### src/rtl/rdc_pkg.sv
package rdc_pkg;
  typedef enum logic [1:0] {
    ADDR_CTRL  = 2'd0,
    ADDR_COUNT = 2'd1,
    ADDR_FLAG  = 2'd2,
    ADDR_NONE  = 2'd3
  } rdc_addr_e;

  localparam int CB_EN    = 0;
  localparam int CB_MODE  = 1;
  localparam int CB_RSEL  = 2;
  localparam int CB_FORCE = 3;
  localparam int CB_PS    = 4;
endpackage

### src/rtl/rdc_prescaler.sv
module rdc_prescaler #(
  parameter int PSW = 2
) (
  input  logic           clk,
  input  logic           rst_n,
  input  logic           restart,
  input  logic           tick_in,
  input  logic [PSW-1:0] sel,
  output logic           term
);
  localparam int PCW = 1 << PSW;

  logic [PCW-1:0] pcnt_q;

  // last phase value for a select code: 0 -> 0, s -> 2^(s+1)-1
  function automatic logic [PCW-1:0] last_phase(input logic [PSW-1:0] s);
    logic [PCW:0] tmp;
    if (s == '0) return '0;
    tmp = ({{PCW{1'b0}}, 1'b1} << (int'(s) + 1)) - 1'b1;
    return tmp[PCW-1:0];
  endfunction

  assign term = tick_in && (pcnt_q == last_phase(sel));

  always_ff @(posedge clk or negedge rst_n) begin
    if (!rst_n)       pcnt_q <= '0;
    else if (restart) pcnt_q <= '0;
    else if (tick_in) pcnt_q <= term ? '0 : pcnt_q + 1'b1;
  end
endmodule

### src/rtl/rdc_core.sv
module rdc_core #(
  parameter int CW = 16
) (
  input  logic          clk,
  input  logic          rst_n,
  input  logic          en,
  input  logic          mode,
  input  logic          tick_term,
  input  logic          cnt_wr,
  input  logic [CW-1:0] wdata,
  input  logic          force_ld,
  input  logic          flag_clr,
  output logic [CW-1:0] count_q,
  output logic [CW-1:0] load_q,
  output logic          uf_evt,
  output logic          flag_q
);
  localparam logic [CW-1:0] IDLE_VAL = CW'(255);
  localparam logic [CW-1:0] ONE      = CW'(1);

  // value after one terminal tick
  function automatic logic [CW-1:0] step(input logic [CW-1:0] c,
                                         input logic [CW-1:0] ld,
                                         input logic          rl);
    if (c > ONE) return c - ONE;
    return rl ? ld : '0;
  endfunction

  assign uf_evt = en && !cnt_wr && !force_ld && tick_term && (count_q == ONE);

  always_ff @(posedge clk or negedge rst_n) begin
    if (!rst_n) begin
      count_q <= IDLE_VAL;
      load_q  <= '0;
    end else begin
      if (cnt_wr) load_q <= wdata;
      if (!en)            count_q <= IDLE_VAL;
      else if (cnt_wr)    count_q <= wdata;
      else if (force_ld)  count_q <= load_q;
      else if (tick_term) count_q <= step(count_q, load_q, mode);
    end
  end

  always_ff @(posedge clk or negedge rst_n) begin
    if (!rst_n)        flag_q <= 1'b0;
    else if (uf_evt)   flag_q <= 1'b1;
    else if (flag_clr) flag_q <= 1'b0;
  end
endmodule

### src/rtl/reload_downcounter.sv
module reload_downcounter #(
  parameter int CW  = 16,
  parameter int PSW = 2
) (
  input  logic          clk,
  input  logic          rst_n,
  input  logic          tick_in,
  input  logic          bus_wr,
  input  logic [1:0]    bus_addr,
  input  logic [CW-1:0] bus_wdata,
  output logic [CW-1:0] bus_rdata,
  output logic          uf_flag
);
  import rdc_pkg::*;

  logic           en_q, mode_q, rsel_q;
  logic [PSW-1:0] ps_q;
  logic           ctrl_wr, cnt_wr, flag_clr, force_ld, ps_restart, tick_term;
  logic [CW-1:0]  count_q, load_q;
  logic           uf_evt, flag_q;
  logic [CW-1:0]  ctrl_rd;

  assign ctrl_wr    = bus_wr && (bus_addr == ADDR_CTRL);
  assign cnt_wr     = bus_wr && (bus_addr == ADDR_COUNT);
  assign flag_clr   = bus_wr && (bus_addr == ADDR_FLAG) && bus_wdata[0];
  assign force_ld   = ctrl_wr && bus_wdata[CB_FORCE] && en_q;
  assign ps_restart = !en_q || cnt_wr || force_ld;

  always_ff @(posedge clk or negedge rst_n) begin
    if (!rst_n) begin
      en_q   <= 1'b0;
      mode_q <= 1'b0;
      rsel_q <= 1'b0;
      ps_q   <= '0;
    end else if (ctrl_wr) begin
      en_q   <= bus_wdata[CB_EN];
      mode_q <= bus_wdata[CB_MODE];
      rsel_q <= bus_wdata[CB_RSEL];
      ps_q   <= bus_wdata[CB_PS +: PSW];
    end
  end

  rdc_prescaler #(.PSW(PSW)) u_pre (
    .clk     (clk),
    .rst_n   (rst_n),
    .restart (ps_restart),
    .tick_in (tick_in),
    .sel     (ps_q),
    .term    (tick_term)
  );

  rdc_core #(.CW(CW)) u_core (
    .clk       (clk),
    .rst_n     (rst_n),
    .en        (en_q),
    .mode      (mode_q),
    .tick_term (tick_term),
    .cnt_wr    (cnt_wr && en_q ? 1'b1 : cnt_wr),
    .wdata     (bus_wdata),
    .force_ld  (force_ld),
    .flag_clr  (flag_clr),
    .count_q   (count_q),
    .load_q    (load_q),
    .uf_evt    (uf_evt),
    .flag_q    (flag_q)
  );

  always_comb begin
    ctrl_rd                  = '0;
    ctrl_rd[CB_EN]           = en_q;
    ctrl_rd[CB_MODE]         = mode_q;
    ctrl_rd[CB_RSEL]         = rsel_q;
    ctrl_rd[CB_PS +: PSW]    = ps_q;
  end

  always_comb begin
    unique case (bus_addr)
      ADDR_CTRL:  bus_rdata = ctrl_rd;
      ADDR_COUNT: bus_rdata = rsel_q ? load_q : count_q;
      ADDR_FLAG:  bus_rdata = {{(CW-1){1'b0}}, flag_q};
      default:    bus_rdata = '0;
    endcase
  end

  assign uf_flag = flag_q;
endmodule

### config.mk
export PLATFORM = sky130hd
export DESIGN_NAME = reload_downcounter
export DESIGN_NICKNAME = d
export VERILOG_FILES = /design/src/rtl/rdc_pkg.sv /design/src/rtl/rdc_prescaler.sv /design/src/rtl/rdc_core.sv /design/src/rtl/reload_downcounter.sv
export SDC_FILE = /design/constraint.sdc
export NUM_CORES = 1
export LEC_CHECK = 0
export BUFFER_PORTS_ARGS = -buffer_cell sky130_fd_sc_hd__clkbuf_2
export CORE_MARGIN = 2
export CORE_UTILIZATION = 28
export CTS_BUF_LIST = sky130_fd_sc_hd__clkbuf_8
export DETAILED_ROUTE_END_ITERATION = 6
export GPL_ROUTABILITY_DRIVEN = 1
export PLACE_DENSITY = 0.48
export REMOVE_ABC_BUFFERS = 1
export SLEW_MARGIN = 20
export SYNTH_ARGS = -nofsm -noshare
export SYNTH_HDL_FRONTEND = slang
export SYNTH_HIERARCHICAL = 1
export SYNTH_SLANG_ARGS = --single-unit
### constraint.sdc
create_clock -name clk -period 5.71 [get_ports clk]
set_input_delay 0.2855 -clock clk [delete_from_list [all_inputs] [get_ports clk]]
set_output_delay 0.2855 -clock clk [all_outputs]
set_load 0.01 [all_outputs]
## Word level (Yosys, flattened, before mapping)

Index checks and enable logic that the tools add are counted.

- Add/subtract/negate cells: 4
- Magnitude comparators: 1
- Eq/ne operators: 5
- Shift-type cells: 1
- Multiplexer cells: 23
- Reductions and logical operators: 21

Operators with widths:

| cell | count |
|---|---|
| 16-bit 2-to-1 mux | 8 |
| 16-bit case mux with 3 select lines | 1 |
| 1-bit by 32-bit << shifter with 4-bit output, first input constant | 1 |
| 4-bit 2-to-1 mux | 5 |
| 16-bit by 1-bit == test with 1-bit output, second input constant | 1 |
| 16-bit by 1-bit > comparator with 1-bit output, second input constant | 1 |
| 16-bit by 1-bit subtractor with 16-bit output, second input constant | 1 |
| 1-bit logical AND | 12 |
| 1-bit 2-to-1 mux | 9 |
| 4-bit by 1-bit adder with 4-bit output, second input constant | 1 |
| 4-bit == test | 1 |
| 2-bit zero test | 2 |
| 4-bit by 1-bit != test with 1-bit output, second input constant | 1 |
| 2-bit nonzero test | 2 |
| 4-bit by 1-bit subtractor with 4-bit output, second input constant | 1 |
| 2-bit by 1-bit adder with 3-bit output, second input constant | 1 |
| 1-bit zero test | 3 |
| 2-bit by 1-bit == test with 1-bit output, second input constant | 1 |
| 2-bit == test, second input constant | 1 |
| 1-bit logical OR | 2 |

- Flip-flop bits (word level): 42
- Input port bits: 22
- Output and inout bits: 17
- Logic and storage cells: 63

## Logic depth before layout (Yosys ltp)

- Word-level depth: 15
- Depth in mapped cells: 11

## Cells and area by module

The synthesis kept the hierarchy.

By module, submodules not included:

| module | instances | cells an instance | area an instance (um^2) | sequential area each (um^2) |
|---|---|---|---|---|
| rdc_core | 1 | 225 | 1989.4 | 835.8 |
| reload_downcounter | 1 | 61 | 535.5 | 125.1 |
| rdc_prescaler | 1 | 32 | 301.5 | 100.1 |

## Worst setup path after synthesis

OpenSTA, ideal clock, no wires.

- Path kind: reg-to-reg
- Start point: reg ps_q[1]
- End point: reg u_core.count_q[8]
- Library setup time: 0.124 ns
- Data arrival time: 2.181 ns
- Data required time: 5.586 ns
- Slack: 3.405 ns
- Cell stages (with the launch flop): 11
- Buffers on the path: 1
- Period minus slack after synthesis: 2.305 ns
- Path through: dfrtp_1 > or2_1 > or4_1 > o21ai_2 > and3_1 > nor3_1 > and2_0 > clkbuf_1 > nand2_1 > o21ai_0 > o31a_1

- Cells in the longest elaborated chain, start to end: 7
- Elaborated cells between the ends (all ways): 9

Ends and longest elaborated chain:

| what | RTL line | source |
|---|---|---|
| start: declaration | reload_downcounter.sv:17 | `logic [PSW-1:0] ps_q;` |
| start signal: assignment | reload_downcounter.sv:39 | `ps_q <= bus_wdata[CB_PS +: PSW];` |
| 2-bit by 1-bit adder with 3-bit output | rdc_prescaler.sv:19 | `tmp = ({{PCW{1'b0}}, 1'b1} << (int'(s) + 1)) - 1'b1;` |
| 1-bit by 32-bit << shifter with 4-bit output | rdc_prescaler.sv:19 |  |
| 4-bit by 1-bit subtractor with 4-bit output | rdc_prescaler.sv:19 |  |
| 4-bit 2-to-1 mux (*) | rdc_prescaler.sv:19 |  |
| 4-bit == test (*) | rdc_prescaler.sv:23 | `assign term = tick_in && (pcnt_q == last_phase(sel));` |
| 1-bit logical AND (*) | rdc_prescaler.sv:23 |  |
| net tick_term | reload_downcounter.sv:18 | `logic ctrl_wr, cnt_wr, flag_clr, force_ld, ps_restart, tick_term;` |
| 4-bit by 1-bit != test with 1-bit output (no line) (*) | - |  |
| end signal: assignment | rdc_core.sv:38 | `else if (cnt_wr) count_q <= wdata;` |
| end signal: assignment | rdc_core.sv:39 | `else if (force_ld) count_q <= load_q;` |
| end signal: assignment | rdc_core.sv:40 | `else if (tick_term) count_q <= step(count_q, load_q, mode);` |
| end: declaration | rdc_core.sv:13 | `output logic [CW-1:0] count_q,` |

Mark *: on every way through the listed nets, which the timed path passes. The rest lies on a longest branch.
A chain may end at the register's enable or synchronous reset.

## Worst setup path after layout

- Start point: reg ps_q[1]
- End point: reg u_core.count_q[13]

Same word-level chain as after synthesis.

==> results by group <==
Run status
  • Status: completed

CTS
  • Postcts setup bufs: 0
  • Clk sinks: 42
  • Clock Tree Root: clkbuf_8
  • Clock Path Buffers: 2
  • TritonCTS buffer count: 5
  • Hold_buf cts: 0
  • CTS tree: yes
  • Worst skew pair latency: 300 ps
  • Clock transition at the registers of the reported paths: 80 ps
  • Cts repair resizes: 0
  • H-tree levels: 2

Cells and area
  • N_diodes: 0
  • FILL cells: 1,051
  • Area delta synth->final: 13.0%
  • Layout Nets: 371
  • Fraction of layout cells with a size suffix above 1: 21.1%
  • Cell area after layout: 3190 µm²

Timing
  • RSZ-0062 raised after global routing: no
  • Highest Clock Rate: 327 MHz
  • Final setup viols: 0
  • Final period util: 53.5%
  • PnR worst setup slack: 2650 ps
  • Slew @ Worst Pin: 1020 ps
  • Rel. slew slack: 31.8%
  • Final Hold Vio Count: 0
  • Post-route setup TNS: 0 ps
  • Layout Skew: 5.78 ps
  • Max Slew Vio Count: 0
  • Final Critical Period: 3060 ps

Power
  • Peak supply drop: 99.1 µV
  • Total power draw: 823 µW
  • Combinational power share: 24.2%
  • Pwr Density: 258 nW/µm²
  • Switching pwr: 274 µW
  • Leak: 0.00135 µW
  • Reg power frac: 47.5%
  • Clock share of power: 28.3%
  • Switch share: 33.3%
  • Cell Int Power: 549 µW

Placement
  • HPWL Detailed: 5.80 mm
  • Post-Place Setup Slack: 2680 ps
  • Post-Place Cell Area: 3080 µm²
  • Placer Congestion: 0.852
  • Port Buffers: 38

Worst setup path
  • Setup crit end kind: flop
  • Setup slack, reg-to-reg: 2650 ps
  • CP max stage cell: and2_1
  • Worst path max stage delay: 530 ps
  • Worst path required time: 5940 ps
  • Critical-path cell list: or2_1 > ha_1 > xnor2_1 > and3_1 > or3_1 > and2_1 > o21ai_0 > o31ai_1 > o2bb2ai_1
  • Critical path class: reg -> reg
  • CP Launch Type: flop
  • Reg2Reg Depth: 9
  • Worst EP arrival: 3280 ps
  • Reg2reg start: ps_q[1]
  • Crit-path max FO: 14
  • Worst Setup SP: ps_q[1]

GRT
  • Initial antenna violation count: 0
  • GR Overflow Total: 0
  • GRT Overall Usage: 15.2%
  • Global-route wire length before repair: 13.1 mm
  • Largest net degree at the start of global routing: 43
  • Vias in the first global route: 2,417

Route
  • 1st-iter DRT viols: 161
  • Routed via count: 2,487
  • Detail Route Antenna Nets: 0
  • Via density: 5.19
  • TritonRoute pass-1 iters: 4
  • Routed len/inst: 17.0 µm
  • Final wirelength: 8.13 mm
  • DRC Markers: 0

Floorplanning
  • Io pins: 39
  • Die height: 104 µm
  • Die area: 10,900 µm²
  • Core ar.: 9770 µm²
  • Rows: 36
  • Starting Density: 28.9%
  • DIE WIDTH: 104 µm

Run
  • Max-cap check violation count: 0

Synthesis
  • Cells after synthesis: 317
  • Synthesized area: 2820 µm²
  • Syn avg cell area: 8.90 µm²
  • Syn. warnings: 6

Worst hold path
  • Hold Crit Class: in -> async
per-layer routing:
layer | vias to the layer above | track usage, % | routed length [µm]
li1 | 1214 | - | -
met1 | 1202 | 21.0 | 3980
met2 | 59 | 23.8 | 3740
met3 | 12 | 2.26 | 253
met4 | 0 | 5.98 | 167
met5 | - | 0 | 0
sequential cells by signal, indices dropped and copies added, names as in the netlist:
register,count
u_core/count_q,16
u_core/load_q,16
u_pre/pcnt_q,4
ps_q,2
en_q,1
mode_q,1
rsel_q,1
u_core/flag_q,1
layout by cell type, fill, tap and decap left out, drive strengths merged, types with 2 or more instances in the layout:
master / n
a211oi: 5
a21oi: 9
a2bb2oi: 2
a311oi: 3
a31oi: 5
and2: 5
and3: 3
buf: 2
clkbuf: 43
dfrtp: 34
dfstp: 8
ha: 4
inv: 12
mux2: 8
mux2i: 16
nand2: 56
nand2b: 6
nand3: 5
nand4: 6
nor2: 26
nor2b: 2
nor3: 8
nor3b: 3
nor4: 5
o211ai: 6
o21ai: 14
o22a: 6
o22ai: 9
o31ai: 4
o41ai: 2
or3: 2
or4: 2
xnor2: 6
xor2: 4
through the flow:
| step | cells | utilization (%) | hold WS [ps] |
|---|---|---|---|
| 6_report | 479 | 32.6 | 53.4 |
| 5_1_grt | 479 | 32.6 | 100 |
| 4_1_cts | 479 | 32.6 | 76.3 |
| 3_5_place_dp | 471 | 31.5 | 403 |
| 3_3_place_gp | 471 | 31.5 | 400 |
| 2_1_floorplan | 298 | - | -10.1 |
final timing paths:
kind	end
worst max register to register	u_core/count_q[13]
min in group clk	u_core/load_q[12]
max in group asynchronous	u_core/count_q[3]
worst min register to register	u_core/load_q[6]
worst max-delay path	u_core/count_q[13]
worst min-delay path	u_core/load_q[10]
worst max-delay path, delay by kind of cell, from the launching register on:
family / cells / cell delay [ps]
flops: 1 / 430
fa+ha+maj: 1 / 240
compound gates: 3 / 580
simple gates: 4 / 1420
xor+xnor: 1 / 290
power by group through the flow:
stage               registers, µW  logic (µW)  clock network [µW]
global route                  397         222                 256
finish                        391         199                 233
CTS                           390         201                 242
global placement              395         200                   0
detailed placement            396         200                   0
floorplan                     378         137                   0
layout make-up:
| type | count | area, µm² | area share [%] |
|---|---|---|---|
| well taps | 133 | 166 | 5.22 |
| inverters | 10 | 37.5 | 1.18 |
| repair buffers | 40 | 205 | 6.43 |
| flip-flops and latches | 42 | 1060 | 33.3 |
| clock buffers | 5 | 68.8 | 2.16 |
| clock inverters | 3 | 37.5 | 1.18 |
| multi-input cells | 246 | 1610 | 50.6 |
No activity file was read; power rests on OpenSTA's default activity.
